`src/rtl/ue_agg_pkg.sv`:
```
package ue_agg_pkg;
  localparam int IDX_W = 12;
  localparam int DW    = 32;
  localparam int LO_W  = 32;
  localparam int HI_W  = 16;

  typedef enum logic [IDX_W-1:0] {
    IDX_STAT_LO = 12'd40,
    IDX_STAT_HI = 12'd41,
    IDX_MASK_LO = 12'd42,
    IDX_MASK_HI = 12'd43,
    IDX_ONL_LO  = 12'd44,
    IDX_ONL_HI  = 12'd45
  } ue_idx_e;
endpackage

```
`src/rtl/ue_flag_word.sv`:
```
module ue_flag_word #(
  parameter int N = 32
) (
  input  logic         clk_i,
  input  logic         rst_ni,
  input  logic [N-1:0] set_i,
  input  logic [N-1:0] clr_i,
  input  logic         mask_we_i,
  input  logic [N-1:0] mask_wdata_i,
  output logic [N-1:0] status_o,
  output logic [N-1:0] mask_o,
  output logic         pend_o
);
  logic [N-1:0] status_q, mask_q;

  // set has priority over clear
  always_ff @(posedge clk_i or negedge rst_ni) begin
    if (!rst_ni) begin
      status_q <= '0;
      mask_q   <= '0;
    end else begin
      status_q <= (status_q & ~clr_i) | set_i;
      if (mask_we_i) mask_q <= mask_wdata_i;
    end
  end

  assign status_o = status_q;
  assign mask_o   = mask_q;
  assign pend_o   = |(status_q & ~mask_q);

  AST_STICKY_CLR: assert property (@(posedge clk_i) disable iff (!rst_ni)
    1'b1 |=> ((~status_q & $past(status_q) & ~$past(clr_i)) == '0));
  AST_SET_WINS: assert property (@(posedge clk_i) disable iff (!rst_ni)
    1'b1 |=> (($past(set_i) & ~status_q) == '0));
endmodule

```
`src/rtl/ue_online_word.sv`:
```
module ue_online_word #(
  parameter int N = 32
) (
  input  logic         clk_i,
  input  logic         rst_ni,
  input  logic         we_i,
  input  logic [N-1:0] wdata_i,
  input  logic         force_off_i,
  output logic [N-1:0] online_o
);
  logic [N-1:0] online_q;

  always_ff @(posedge clk_i or negedge rst_ni) begin
    if (!rst_ni)          online_q <= '1;
    else if (force_off_i) online_q <= '0;
    else if (we_i)        online_q <= wdata_i;
  end

  assign online_o = online_q;

  AST_FORCED_OFF: assert property (@(posedge clk_i) disable iff (!rst_ni)
    force_off_i |=> (online_q == '0));
  AST_HOLD_ONLINE: assert property (@(posedge clk_i) disable iff (!rst_ni)
    (!force_off_i && !we_i) |=> $stable(online_q));
endmodule

```
`src/rtl/ue_aggregator.sv`:
```
module ue_aggregator
  import ue_agg_pkg::*;
(
  input  logic             clk_i,
  input  logic             rst_ni,
  input  logic [IDX_W-1:0] reg_idx_i,
  input  logic             reg_we_i,
  input  logic [DW-1:0]    reg_wdata_i,
  output logic [DW-1:0]    reg_rdata_o,
  input  logic [LO_W-1:0]  err_lo_i,
  input  logic [HI_W-1:0]  err_hi_i,
  output logic             host_irq_o,
  output logic             mgmt_irq_o,
  output logic [LO_W-1:0]  online_lo_o,
  output logic [HI_W-1:0]  online_hi_o
);
  localparam int PAD_HI = DW - HI_W;

  logic [LO_W-1:0] stat_lo, mask_lo;
  logic [HI_W-1:0] stat_hi, mask_hi;
  logic            pend_lo, pend_hi, any_ue, irq_q;

  logic wr_stat_lo, wr_stat_hi, wr_mask_lo, wr_mask_hi, wr_onl_lo, wr_onl_hi;
  assign wr_stat_lo = reg_we_i && (reg_idx_i == IDX_STAT_LO);
  assign wr_stat_hi = reg_we_i && (reg_idx_i == IDX_STAT_HI);
  assign wr_mask_lo = reg_we_i && (reg_idx_i == IDX_MASK_LO);
  assign wr_mask_hi = reg_we_i && (reg_idx_i == IDX_MASK_HI);
  assign wr_onl_lo  = reg_we_i && (reg_idx_i == IDX_ONL_LO);
  assign wr_onl_hi  = reg_we_i && (reg_idx_i == IDX_ONL_HI);

  ue_flag_word #(.N(LO_W)) u_flag_lo (
    .clk_i, .rst_ni,
    .set_i       (err_lo_i),
    .clr_i       (wr_stat_lo ? reg_wdata_i[LO_W-1:0] : '0),
    .mask_we_i   (wr_mask_lo),
    .mask_wdata_i(reg_wdata_i[LO_W-1:0]),
    .status_o    (stat_lo),
    .mask_o      (mask_lo),
    .pend_o      (pend_lo)
  );

  ue_flag_word #(.N(HI_W)) u_flag_hi (
    .clk_i, .rst_ni,
    .set_i       (err_hi_i),
    .clr_i       (wr_stat_hi ? reg_wdata_i[HI_W-1:0] : '0),
    .mask_we_i   (wr_mask_hi),
    .mask_wdata_i(reg_wdata_i[HI_W-1:0]),
    .status_o    (stat_hi),
    .mask_o      (mask_hi),
    .pend_o      (pend_hi)
  );

  assign any_ue = pend_lo | pend_hi;

  ue_online_word #(.N(LO_W)) u_onl_lo (
    .clk_i, .rst_ni,
    .we_i       (wr_onl_lo),
    .wdata_i    (reg_wdata_i[LO_W-1:0]),
    .force_off_i(any_ue),
    .online_o   (online_lo_o)
  );

  ue_online_word #(.N(HI_W)) u_onl_hi (
    .clk_i, .rst_ni,
    .we_i       (wr_onl_hi),
    .wdata_i    (reg_wdata_i[HI_W-1:0]),
    .force_off_i(any_ue),
    .online_o   (online_hi_o)
  );

  always_ff @(posedge clk_i or negedge rst_ni) begin
    if (!rst_ni) irq_q <= 1'b0;
    else         irq_q <= any_ue;
  end

  assign host_irq_o = irq_q;
  assign mgmt_irq_o = irq_q;

  always_comb begin
    unique case (reg_idx_i)
      IDX_STAT_LO: reg_rdata_o = stat_lo;
      IDX_STAT_HI: reg_rdata_o = {{PAD_HI{1'b0}}, stat_hi};
      IDX_MASK_LO: reg_rdata_o = mask_lo;
      IDX_MASK_HI: reg_rdata_o = {{PAD_HI{1'b0}}, mask_hi};
      IDX_ONL_LO:  reg_rdata_o = online_lo_o;
      IDX_ONL_HI:  reg_rdata_o = {{PAD_HI{1'b0}}, online_hi_o};
      default:     reg_rdata_o = '0;
    endcase
  end

  AST_IRQ_RISE: assert property (@(posedge clk_i) disable iff (!rst_ni)
    any_ue |=> host_irq_o && mgmt_irq_o);
  AST_IRQ_FALL: assert property (@(posedge clk_i) disable iff (!rst_ni)
    !any_ue |=> !host_irq_o && !mgmt_irq_o);
  AST_IRQ_OFFLINE: assert property (@(posedge clk_i) disable iff (!rst_ni)
    host_irq_o |-> (online_lo_o == '0) && (online_hi_o == '0));
  AST_MASKED_QUIET: assert property (@(posedge clk_i) disable iff (!rst_ni)
    (((stat_lo & ~mask_lo) == '0) && ((stat_hi & ~mask_hi) == '0)) |=> !host_irq_o);
  AST_RSVD_ZERO: assert property (@(posedge clk_i) disable iff (!rst_ni)
    (reg_idx_i == IDX_STAT_HI || reg_idx_i == IDX_MASK_HI || reg_idx_i == IDX_ONL_HI)
      |-> (reg_rdata_o[DW-1:HI_W] == '0));
endmodule

```
`config.mk`:
```
export PLATFORM = sky130hd
export DESIGN_NAME = ue_aggregator
export DESIGN_NICKNAME = d
export VERILOG_FILES = /design/src/rtl/ue_agg_pkg.sv /design/src/rtl/ue_flag_word.sv /design/src/rtl/ue_online_word.sv /design/src/rtl/ue_aggregator.sv
export SDC_FILE = /design/constraint.sdc
export NUM_CORES = 1
export LEC_CHECK = 0
export ABC_CLOCK_PERIOD_IN_PS = 3600
export BUFFER_PORTS_ARGS = -buffer_cell sky130_fd_sc_hd__buf_2
export CAP_MARGIN = 20
export CORE_UTILIZATION = 40
export DETAILED_ROUTE_END_ITERATION = 12
export REMOVE_ABC_BUFFERS = 1
export SLEW_MARGIN = 20
export SYNTH_ARGS = -nofsm -noshare
export SYNTH_HDL_FRONTEND = slang
export SYNTH_SLANG_ARGS = --single-unit
export TNS_END_PERCENT = 20
```
`constraint.sdc`:
```
create_clock -name clk_i -period 3.6 [get_ports clk_i]
set_clock_uncertainty 0.15 [all_clocks]
set_input_delay 0.54 -clock clk_i [delete_from_list [all_inputs] [get_ports clk_i]]
set_output_delay 0.54 -clock clk_i [all_outputs]
set_load 0.01 [all_outputs]
```
==> summary.md <==
| Metric | Value |
|---|---|
| Root buffer cell | `clkbuf_16` |
| CP arrival | `2.26 ns` |
| Critical path required time | `2.91 ns` |
| Htree depth | `4` |
| GP Congestion | `0.7932` |
| Port buffer count | `176` |
| Crit share post-route | `81.84%` |
| Die area | `19,810 sq um` |
| HP Class | `primary input to flop` |
| Dpl cells | `1,138` |
| Util after Layout | `50.45%` |
| Dominant cells by area after synthesis | `dfrtp_1 32%, dfstp_2 16%, mux2_2 9.1%` |
| CTS Buf Count | `17` |
| Final hold violation count | `0` |
| Post-synth top area cell | `dfrtp_1` |
| Ys flop type | `dfrtp_1` |
| Initial antenna violation count | `1` |
| Distinct cells, synth | `38` |
| Residual DRC | `0` |
| Final Slew Violations | `0` |
| Placed Area | `8876 sq um` |
| Drt first pass iters | `5` |
| Clock buffer depth | `2` |
| Finished Layout Cells | `1,172` |
| Register bit count reported by yosys | `145` |
| Fin nets | `1,019` |
| Min cycle time layout | `2.946 ns` |
| Layout cells sized above 1 | `38.42%` |
| Worst Setup Slack post-DPL | `0.6119 ns` |
| First-pass GRT wire length | `38,980 um` |
| Via count | `6,878` |
| Final setup viols | `0` |
| # Post-CTS Setup Buffers | `0` |
| CP endpoint kind | `output port` |
| TNS Setup | `0 ns` |
| Peak VDD IR | `0.3105 mV` |
| Finished Cell Area | `9469 sq um` |
| Crit path kind | `primary input to output port` |
| CTS sink count | `145` |
| Hpwl dp | `16,700 um` |
| Layout area overhead | `22.98%` |
| Avg WL per Cell | `21.69 um` |
| Core Region | `18,770 sq um` |
| Final WS setup | `0.6537 ns` |
| Fill count | `1,796` |
| Starting Density | `41.03%` |
| Outcome | `finished, final reports clean` |
| CP Launch Type | `primary input` |
| Post-synth top area share | `31.52%` |
| RSZ-0062 raised after global routing | `no` |
| YS warnings | `0` |
| Sequential area share after synthesis | `47.90%` |
| Overflow after GRT | `0` |
| Async set-or-reset flop fraction in the synthesized netlist | `100.0%` |
| Vias per inst | `5.869` |
| Detailed router's first-iteration violation count | `474` |
| Synthesized area | `7700 sq um` |
| Die H | `140.7 um` |
| Power Total | `3.572 mW` |
| Syn Area/Cell | `10.09 sq um` |
| Vias in the first global route | `6,615` |
| GRT Util Overall | `26.37%` |
| CTS clk-pin slew, worst paths | `0.06 ns` |
| Slew HR | `43.01%` |
| Routed wire length | `25,420 um` |
| Max_cap viols | `0` |
| Syn Inst Count | `763` |
| Site Rows | `50` |
| Clk_lat worst skew | `0.43 ns` |
| WHS | `0.1675 ns` |
| Leak | `4.087 nW` |
| Post-synth EDFFs | `0` |
| Top-count cell post-synth | `nand3_1` |
| Power Dens Cells | `377.2 nW/um^2` |
| Fmax achieved | `0.3394 GHz` |
| Die extent in x | `140.7 um` |
| Final ANT Viol Nets | `0` |
| Most frequent cells after synthesis | `98 x nand3_1, 97 x dfrtp_1, 62 x mux2_2` |
| I/O pin total | `177` |
| Worst Path Max Fanout | `16` |
| Largest net degree at the start of global routing | `66` |
| CTS tree | `yes` |
| Slew of the pin with the lowest slew margin | `0.8334 ns` |
report_power, final:
part           leakage, nW  internal, mW  total, mW  switching, mW
Sequential            1.59          1.64       1.64        0.00178
Clock                0.279          1.04       1.75          0.713
Combinational         2.21        0.0660      0.184          0.118
Total                 4.09          2.74       3.57          0.833
final timing paths:
| check | startpoint | endpoint | slack (ns) | cells after the start |
|---|---|---|---|---|
| max | reg_idx_i[9] | reg_rdata_o[29] | 0.65 | 7 |
| min | reg_wdata_i[28] | u_flag_lo.status_o[28] | 0.17 | 2 |
| max reg2reg | u_flag_lo.status_o[15] | u_onl_lo.online_o[10] | 1.06 | 5 |
| min reg2reg | u_flag_lo.mask_o[4] | u_flag_lo.mask_o[4] | 0.36 | 1 |
| max in group asynchronous | rst_ni | u_onl_hi.online_o[7] | 2.00 | 3 |
| min in group asynchronous | rst_ni | u_flag_lo.mask_o[28] | 0.49 | 2 |
flip-flops by register name, indices dropped and copies added, names as in the netlist:
register	flops
u_flag_lo.mask_o	32
u_flag_lo.status_o	32
u_onl_lo.online_o	32
u_flag_hi.mask_o	16
u_flag_hi.status_o	16
u_onl_hi.online_o	16
host_irq_o	1
per-layer routing:
metal	vias to the layer above	share of wire (%)	global-route usage, %
li1	3174	-	-
met5	-	0	0
met3	29	6.3	4.891
met1	3395	43	35.26
met4	0	1.6	8.753
met2	280	49	43.10
layout by cell type (no fill, tap or decap), types with 2 or more instances in the layout:
cell,count
buf_2,175
nand3_1,97
dfrtp_1,97
mux2_2,62
inv_1,61
nor2_1,48
a31oi_1,48
dfstp_2,48
o21ai_0,47
a2111oi_0,44
nor2b_1,36
buf_4,27
and3_1,19
clkbuf_16,17
a221o_1,16
mux2i_1,16
o2111ai_1,16
a2111oi_1,13
buf_12,5
clkinv_2,4
nand4_1,3
a2111oi_2,3
o21ai_1,3
clkinv_4,3
clkinvlp_4,3
or3_1,2
nor3b_4,2
and2_1,2
nand2_1,2
bufinv_16,2
logic make-up after synthesis:
| group | Yosys count | synth area share (%) |
|---|---|---|
| AND/OR/NAND/NOR | 222 | 15.50 |
| AO/OA/AOI/OAI | 190 | 18.33 |
| multiplexers | 78 | 11.15 |
| flip-flops | 145 | 47.90 |
| buffers and inverters | 128 | 7.117 |
worst max-delay path, cell delays in order:
cell     delay, ns
buf_2         0.10
or4_4         0.58
nor3_4        0.26
and2_0        0.17
buf_4         0.26
a221o_1       0.21
buf_2         0.13
final cells by class:
cell class	count	area [sq um]	area share, %
inverter	61	229.0	2.418
clock inverter	13	137.6	1.453
sequential	145	3689	38.95
multi-input combinational	490	3476	36.71
timing repair buffer	209	1200	12.67
antenna	1	2.502	0.02643
clock buffer	19	442.9	4.678
tap	234	292.8	3.092
repair_timing:
action | CTS | global route
hold buffers | 1 | 0
endpoints found under the hold margin | 39 | 0
gates resized for setup | 0 | 0
No activity file was read; power rests on OpenSTA's default activity.
